==> src/rtl/spi_master_pkg.sv <==
package spi_master_pkg;
  localparam int BYTE_W = 8;
  localparam int DIV_W  = 5;

  typedef enum logic [1:0] {
    REG_CTRL = 2'd0,
    REG_STAT = 2'd1,
    REG_DATA = 2'd2
  } reg_addr_e;

  // Half-period of sck in system cycles for each rate code.
  function automatic logic [DIV_W-1:0] half_period(input logic [1:0] code);
    case (code)
      2'd0:    half_period = DIV_W'(1);
      2'd1:    half_period = DIV_W'(2);
      2'd2:    half_period = DIV_W'(8);
      default: half_period = DIV_W'(16);
    endcase
  endfunction
endpackage

==> src/rtl/spi_clk_div.sv <==
module spi_clk_div #(
  parameter int CW = 5
) (
  input  logic          clk,
  input  logic          rst_n,
  input  logic          run,
  input  logic [CW-1:0] half,
  output logic          tick
);
  logic [CW-1:0] cnt;

  assign tick = run && (cnt >= half - CW'(1));

  always_ff @(posedge clk or negedge rst_n) begin
    if (!rst_n)            cnt <= '0;
    else if (!run || tick) cnt <= '0;
    else                   cnt <= cnt + CW'(1);
  end

  // with a half period above one cycle, ticks never come back to back
  a_r2_tick_spacing: assert property (@(posedge clk) disable iff (!rst_n)
    (tick && half > CW'(1) && $stable(half)) |=> !tick);
endmodule

==> src/rtl/spi_shift_engine.sv <==
module spi_shift_engine #(
  parameter int W = 8
) (
  input  logic         clk,
  input  logic         rst_n,
  input  logic         start,
  input  logic [W-1:0] din,
  input  logic         tick,
  input  logic         cpol,
  input  logic         cpha,
  input  logic         miso,
  output logic         busy,
  output logic         done,
  output logic         sck,
  output logic         mosi,
  output logic [W-1:0] rx_byte
);
  localparam int KW = $clog2(2 * W);
  localparam logic [KW-1:0] K_LAST = KW'(2 * W - 1);

  logic [KW-1:0] k;
  logic          tog;
  logic [W-1:0]  sh, rx;
  logic          lead, do_sample, do_shift;

  assign lead      = (k[0] == 1'b0);
  assign do_sample = tick && (cpha ? !lead : lead);
  assign do_shift  = tick && (cpha ? (lead && k != '0) : !lead);
  assign done      = tick && (k == K_LAST);
  assign rx_byte   = do_sample ? {rx[W-2:0], miso} : rx;
  assign sck       = cpol ^ tog;
  assign mosi      = sh[W-1];

  always_ff @(posedge clk or negedge rst_n) begin
    if (!rst_n) begin
      busy <= 1'b0;
      tog  <= 1'b0;
      k    <= '0;
      sh   <= '0;
      rx   <= '0;
    end else if (start) begin
      busy <= 1'b1;
      tog  <= 1'b0;
      k    <= '0;
      sh   <= din;
      rx   <= '0;
    end else if (tick) begin
      tog <= ~tog;
      k   <= k + KW'(1);
      if (do_sample) rx <= {rx[W-2:0], miso};
      if (do_shift)  sh <= {sh[W-2:0], 1'b0};
      if (done)      busy <= 1'b0;
    end
  end

  // a new exchange is only launched from idle
  a_r7_start_when_idle: assert property (@(posedge clk) disable iff (!rst_n)
    start |-> !busy);
  // the serial clock rests at the polarity level between exchanges
  a_r5_idle_level: assert property (@(posedge clk) disable iff (!rst_n)
    !busy |-> sck == cpol);
  // completion ends the exchange
  a_r8_done_ends: assert property (@(posedge clk) disable iff (!rst_n)
    done |=> !busy);
endmodule

==> src/rtl/spi_ctrl_regs.sv <==
module spi_ctrl_regs
  import spi_master_pkg::*;
(
  input  logic              clk,
  input  logic              rst_n,
  input  logic              bus_sel,
  input  logic              bus_wr,
  input  logic [1:0]        bus_addr,
  input  logic [BYTE_W-1:0] bus_wdata,
  output logic [BYTE_W-1:0] bus_rdata,
  input  logic              busy,
  input  logic              done,
  input  logic [BYTE_W-1:0] rx_byte,
  output logic [BYTE_W-1:0] ctrl,
  output logic              start,
  output logic              irq
);
  logic              spif, wcol;
  logic [1:0]        snap;
  logic [BYTE_W-1:0] rxbuf;
  logic              stat_rd, data_rd, data_wr, data_acc, coll;
  logic [1:0]        clr;

  assign stat_rd  = bus_sel && !bus_wr && bus_addr == REG_STAT;
  assign data_rd  = bus_sel && !bus_wr && bus_addr == REG_DATA;
  assign data_wr  = bus_sel && bus_wr && bus_addr == REG_DATA && ctrl[6];
  assign data_acc = data_rd || data_wr;
  assign start    = data_wr && !busy;
  assign coll     = data_wr && busy;
  assign clr      = data_acc ? snap : 2'b00;
  assign irq      = spif && ctrl[7];

  always_ff @(posedge clk or negedge rst_n) begin
    if (!rst_n) begin
      ctrl  <= '0;
      spif  <= 1'b0;
      wcol  <= 1'b0;
      snap  <= 2'b00;
      rxbuf <= '0;
    end else begin
      if (bus_sel && bus_wr && bus_addr == REG_CTRL) ctrl <= bus_wdata;
      spif <= (spif && !clr[1]) || done;
      wcol <= (wcol && !clr[0]) || coll;
      if (done)          snap <= 2'b00;
      else if (stat_rd)  snap <= {spif, wcol};
      else if (data_acc) snap <= 2'b00;
      if (done) rxbuf <= rx_byte;
    end
  end

  always_comb begin
    case (bus_addr)
      REG_CTRL: bus_rdata = ctrl;
      REG_STAT: bus_rdata = {spif, wcol, 6'b0};
      REG_DATA: bus_rdata = rxbuf;
      default:  bus_rdata = '0;
    endcase
  end

  // the completion flag only rises after the engine finishes
  a_r8_spif_from_done: assert property (@(posedge clk) disable iff (!rst_n)
    $rose(spif) |-> $past(done));
  // the completion flag only falls after a recorded data access
  a_r9_clear_after_snapshot: assert property (@(posedge clk) disable iff (!rst_n)
    $fell(spif) |-> $past(data_acc && snap[1]));
  // collision only arises while an exchange runs
  a_r7_wcol_on_busy: assert property (@(posedge clk) disable iff (!rst_n)
    $rose(wcol) |-> $past(busy));
endmodule

==> src/rtl/spi_master_regs.sv <==
module spi_master_regs
  import spi_master_pkg::*;
(
  input  logic              clk,
  input  logic              rst_n,
  input  logic              bus_sel,
  input  logic              bus_wr,
  input  logic [1:0]        bus_addr,
  input  logic [BYTE_W-1:0] bus_wdata,
  output logic [BYTE_W-1:0] bus_rdata,
  output logic              irq,
  output logic              sck,
  output logic              mosi,
  input  logic              miso
);
  logic [BYTE_W-1:0] ctrl, rx_byte;
  logic              start, busy, done, tick;
  logic [DIV_W-1:0]  half;

  assign half = half_period(ctrl[1:0]);

  spi_ctrl_regs u_regs (
    .clk, .rst_n, .bus_sel, .bus_wr, .bus_addr, .bus_wdata, .bus_rdata,
    .busy, .done, .rx_byte, .ctrl, .start, .irq
  );

  spi_clk_div #(.CW(DIV_W)) u_div (
    .clk, .rst_n, .run(busy), .half, .tick
  );

  spi_shift_engine #(.W(BYTE_W)) u_eng (
    .clk, .rst_n, .start, .din(bus_wdata), .tick,
    .cpol(ctrl[3]), .cpha(ctrl[2]), .miso,
    .busy, .done, .sck, .mosi, .rx_byte
  );
endmodule

==> config.mk <==
export PLATFORM = sky130hd
export DESIGN_NAME = spi_master_regs
export DESIGN_NICKNAME = d
export VERILOG_FILES = /design/src/rtl/spi_master_pkg.sv /design/src/rtl/spi_clk_div.sv /design/src/rtl/spi_shift_engine.sv /design/src/rtl/spi_ctrl_regs.sv /design/src/rtl/spi_master_regs.sv
export SDC_FILE = /design/constraint.sdc
export NUM_CORES = 1
export LEC_CHECK = 0
export BUFFER_PORTS_ARGS = -buffer_cell sky130_fd_sc_hd__buf_2
export CORE_AREA = 2 2 86 88
export CTS_CLUSTER_SIZE = 30
export DETAILED_ROUTE_END_ITERATION = 12
export DIE_AREA = 0 0 88 90
export PLACE_DENSITY = 0.51
export SLEW_MARGIN = 20
export SYNTH_ARGS = -nofsm -noshare
export SYNTH_HDL_FRONTEND = slang
export SYNTH_SLANG_ARGS = --single-unit
==> constraint.sdc <==
create_clock -name clk -period 4.95 [get_ports clk]
set_input_delay 0.495 -clock clk [delete_from_list [all_inputs] [get_ports clk]]
set_output_delay 0.495 -clock clk [all_outputs]
set_load 0.02 [all_outputs]
Yosys cells after proc, flatten, opt, wreduce, memory -nomap -nowiden
Index checks and enable logic that the tools add are counted.
{"block": "word_totals", "elab_cells": 79, "regBits": 47, "inputBits": 15}
{"block": "classes", "magnitude_cmp": 1, "muxes": 22, "bitwise": 3, "eq_ne": 5, "n_addsub": 3, "n_reduce_logical": 34}
{"operator": "two-way mux 8 bit", "count": 6}
{"operator": "case mux 8 bit (3 select lines)", "count": 1}
{"operator": "logical AND 1 bit", "count": 17}
{"operator": "case mux 5 bit (3 select lines)", "count": 1}
{"operator": "two-way mux 2 bit", "count": 4}
{"operator": "two-way mux 4 bit", "count": 2}
{"operator": "two-way mux 1 bit", "count": 7}
{"operator": "nonzero test 2 bit", "count": 3}
{"operator": "adder 5 x 1 -> 5 bit (second input constant)", "count": 1}
{"operator": "greater-or-equal comparator 5 bit", "count": 1}
{"operator": "two-way mux 5 bit", "count": 1}
{"operator": "subtractor 5 x 1 -> 5 bit (second input constant)", "count": 1}
{"operator": "adder 4 x 1 -> 4 bit (second input constant)", "count": 1}
{"operator": "== test 2 x 1 -> 1 bit (second input constant)", "count": 2}
{"operator": "== test 2 bit (second input constant)", "count": 2}
{"operator": "== test 4 bit (second input constant)", "count": 1}
{"operator": "logical NOT 1 bit", "count": 4}
{"operator": "logical NOT 2 bit", "count": 2}
{"operator": "logical OR 1 bit", "count": 4}
{"operator": "AND reduction 2 bit", "count": 2}
{"operator": "nonzero test 4 bit", "count": 1}
{"operator": "nonzero test 3 bit", "count": 1}
{"operator": "NOT 1 bit", "count": 2}
{"operator": "XOR 1 bit", "count": 1}

Logic depth before layout (Yosys ltp)
{"block": "logic_depth", "depth_word": 9, "mapped_depth": 11}

Hierarchy
A second synthesis with hierarchy kept.
{"block": "hier_totals", "cells_unflattened": 231, "area_unflattened_um2": 2503.7}
{"mod": "spi_shift_engine", "cells_each": 107, "instances": 1, "area_per_inst_um2": 1089.8}
{"mod": "spi_ctrl_regs", "cells_each": 79, "instances": 1, "area_per_inst_um2": 997.2}
{"mod": "spi_clk_div", "cells_each": 40, "instances": 1, "area_per_inst_um2": 386.6}
{"mod": "spi_master_regs", "cells_each": 5, "instances": 1, "area_per_inst_um2": 30.0}

Worst setup path before layout
Ideal clock, no wire load.
{"block": "synth_path", "path_kind": "reg-to-reg", "start": "reg u_regs.ctrl[1]", "end": "reg u_regs.rxbuf[0]", "t_arrival_ns": 2.401, "setup_time_ns": 0.125, "required_time_ns": 4.825, "period_less_slack_ns": 2.526, "slack_ns": 2.424, "path_stages_with_launch": 11, "path_buffers": 2, "path_cell_list": "dfrtp_1 > or2_2 > ha_1 > ha_1 > nand2_1 > o21ai_1 > a41o_1 > buf_6 > and4_4 > buf_6 > mux2_4"}
{"block": "synth_via", "elab_chain_cells": 7, "word_cells_on_any_way": 10, "cone_classes": "add/sub (1); order compare (1); eq/ne (2); mux (2); reduce/logical (4)"}
{"element": "start: declaration", "line": "spi_ctrl_regs.sv:14", "source": "output logic [BYTE_W-1:0] ctrl,"}
{"element": "start signal: assignment", "line": "spi_ctrl_regs.sv:41", "source": "if (bus_sel && bus_wr && bus_addr == REG_CTRL) ctrl <= bus_wdata;"}
{"element": "== test 2 bit (tied with other cells)", "line": "spi_master_pkg.sv:13", "source": "case (code)"}
{"element": "case mux 5 bit (3 select lines) *", "line": "spi_master_pkg.sv:13"}
{"element": "subtractor 5 x 1 -> 5 bit *", "line": "spi_clk_div.sv:12", "source": "assign tick = run && (cnt >= half - CW'(1));"}
{"element": "greater-or-equal comparator 5 bit *", "line": "spi_clk_div.sv:12"}
{"element": "logical AND 1 bit *", "line": "spi_clk_div.sv:12"}
{"element": "logical AND 1 bit", "line": "spi_shift_engine.sv:27", "source": "assign do_sample = tick && (cpha ? !lead : lead);"}
{"element": "two-way mux 8 bit", "line": "spi_shift_engine.sv:30", "source": "assign rx_byte = do_sample ? {rx[W-2:0], miso} : rx;"}
{"element": "end signal: assignment", "line": "spi_ctrl_regs.sv:47", "source": "if (done) rxbuf <= rx_byte;"}
{"element": "end: declaration", "line": "spi_ctrl_regs.sv:20", "source": "logic [BYTE_W-1:0] rxbuf;"}
Mark *: on every way between the ends. The rest lies on a longest branch, timed or not.
A chain may end at the register's enable or synchronous reset.

Final worst setup path
{"block": "layout_path", "start": "reg u_regs.ctrl[1]", "end": "reg u_regs.rxbuf[6]"}
The elaborated chain is that of the path after synthesis.

==> reports/qor.txt <==
Setup crit end = u_regs.rxbuf[6]$_DFFE_PN0P_
nets = 282
Pre-antenna DRT Iters = 4
Placer Congestion = 0.739
outcome = finished, final reports clean
leading cell type in the layout, fill and taps excluded = dfrtp_1
Final Setup Violations = 0
reg2reg end = u_regs.rxbuf[6]$_DFFE_PN0P_
drt drc = 0
detailed-route via count = 1,717
Layout Skew = 0.00369 ns
CTS tree = done
launch point of the worst path = u_regs.ctrl[1]$_DFFE_PN0P_
worst min path class = in -> async
Seq/Total Area, Yosys = 47.2%
Ys Warns = 0
Clk pin slew, worst setup/hold paths = 0.09 ns
Slew @ Worst Pin = 0.793 ns
# rows = 31
Max-Cap Viols = 0
Async S/R FF share, synth = 100%
pwr dens = 494 nW/um2
Worst VDD drop = 249 uV
Netlist Area Pre-Place = 2490 um2
Vias/cell = 4.80
violation count after the first detailed-route iteration = 54
synthesized netlist cell count = 236
die height = 90 um
vias in the first global route = 1,769
required time of the critical path = 5.14 ns
worst reg2reg setup slack = 1.92 ns
Clock Latency Late Sink = 0.30 ns
Setup TNS = 0 ns
Crit Path Max Fanout = 18
Yosys reg bits = 47
Post-synth EDFFs = 0
ys flop type = dfrtp_1
slew margin rel. = 46.9%
Mapped Avg Cell Area = 10.6 um2
most frequent cells in the layout = dfrtp_1, nand2_1, buf_2
Fmax = 330 MHz
CP endpoint kind = flop
# hold bufs at CTS = 0
Sink Count = 47
dpl cells = 350
P&R area growth vs syn = 11.9%
Root Buffer = clkbuf_8
drt total wl = 5020 um
H-tree depth = 2
total gr overflow = 0
R2R cell count = 8
Detail Placement HPWL = 3510 um
IO Count = 26
Core Region = 7020 um2
n_diodes = 0
share of cells above drive strength 1 = 26.6%
I/O Buffers = 25
largest net degree at the start of global routing = 48
Synth cell types = 42
Setup CP Type = reg -> reg
antenna viol nets, final = 0
syn nets = 260
post-CTS setup buffer count = 0
Max Slew Vio Count = 0
period utilization = 61.3%
first-pass GRT wire length = 8580 um
RSZ-0062 raised after global routing = false
DR WL/cell = 14.0 um
GRT Overall Usage = 14.0%
fill cell count = 707
clk buf depth = 2
die area = 7920 um2
Initial Util = 35.5%
final instance count without filler cells = 358
P_leak = 1.40 nW
initial antenna violation count = 0
CTS buffer count = 5
WP data arrival = 3.23 ns
final hold vios = 0
Die W = 88 um
RR Startpoint = u_regs.ctrl[1]$_DFFE_PN0P_
CP startpoint kind = flop
PostCTS Resize Cnt = 0
Period minus WS final = 3.03 ns
## area by class of cell
class	count	area, um2	share of cell area (%)
clock buffer	5	68.8	2.47
clock inverter	3	20.0	0.718
multi-input combinational	170	1240	44.4
inverter	9	33.8	1.21
sequential	47	1180	42.2
tap	99	124	4.45
timing repair buffer	25	128	4.58
## per-layer routing
metal  vias up  global-route usage (%)  share of wire, %
li1        852                       -                 -
met1       836                    19.2                49
met2        25                    22.1                47
met3         4                    3.12               3.2
met4         0                    3.72              0.80
met5         -                       0                 0
## synth_stat cells (all sizes together) (2+ instances only)
cell type  instances  share of area, %
dfrtp             47                47
nand2             43               6.5
mux2              30                14
nor2              17               2.6
o21ai             15               3.0
mux2i             10               4.0
nand3             10               2.0
ha                 9               4.5
inv                9               1.4
buf                7               1.9
a21oi              5               1.2
clkbuf             3              0.45
xor2               3               1.1
a21o               2              0.60
a22oi              2              0.60
and2               2              0.50
nand2b             2              0.50
nor2b              2              0.50
xnor2              2               1.0
## cell families (layout without fill, tap and decap cells)
logic type               after synthesis  after routing  synth area share, %
AND/OR/NAND/NOR                       84             84                 15.5
flip-flops                            47             47                 47.2
multiplexers                          40             40                 18.5
AO/OA/AOI/OAI                         31             31                 8.34
buffers and inverters                 19             42                 3.72
adder cells (fa/ha/maj)                9              9                 4.52
XOR/XNOR                               5              5                 2.06
other                                  1              1                0.151
## power breakdown
group | switching, mW | internal (mW) | leakage [nW]
clock network | 0.136 | 0.0985 | 0.0402
registers | 0.114 | 0.505 | 0.609
logic | 0.275 | 0.249 | 0.748
total | 0.525 | 0.852 | 1.40
## worst max-delay path, stage by stage (launching register included)
cell,delay (ns)
dfrtp_1,0.42
or2_2,0.32
ha_1,0.28
ha_1,0.27
nand2_1,0.05
o21ai_1,0.15
a41o_1,0.61
and4_4,0.45
mux2_2,0.36
## through the flow
stage	util, %	instance area (um2)	hold WS [ns]	setup WS, ns	power (mW)
2_1_floorplan	-	2490	0.199	2.42	1.04
3_3_place_gp	38.3	2690	0.484	1.90	1.15
3_5_place_dp	38.3	2690	0.483	1.92	1.16
4_1_cts	39.5	2780	0.421	1.90	1.40
5_1_grt	39.7	2790	0.247	1.76	1.50
6_report	39.7	2790	0.191	1.92	1.38
## registers in the layout, indices dropped and copies added (netlist names)
| register | flops |
|---|---|
| u_div.cnt | 5 |
| u_regs.rxbuf | 8 |
| u_regs.ctrl | 8 |
| u_regs.snap | 2 |
| u_regs.wcol | 1 |
| u_eng.k | 4 |
| u_eng.rx | 8 |
| u_eng.tog | 1 |
| u_regs.spif | 1 |
| u_eng.sh | 8 |
| u_eng.busy | 1 |
## worst min path at each step
stage,start,slack (ns),endpoint,cells after the start
2_1_floorplan,rst_n,0.20,u_div.cnt[0]$_DFF_PN0_,0
3_3_place_gp,u_eng.sh[0]$_DFFE_PN0P_,0.48,u_eng.sh[0]$_DFFE_PN0P_,1
3_5_place_dp,u_eng.tog$_DFFE_PN0P_,0.48,u_eng.tog$_DFFE_PN0P_,1
4_1_cts,bus_wr,0.42,u_regs.wcol$_DFF_PN0_,3
5_1_grt,rst_n,0.25,u_regs.ctrl[3]$_DFFE_PN0P_,1
6_report,rst_n,0.19,u_eng.sh[4]$_DFFE_PN0P_,1
(Power assumes the default switching activity.)
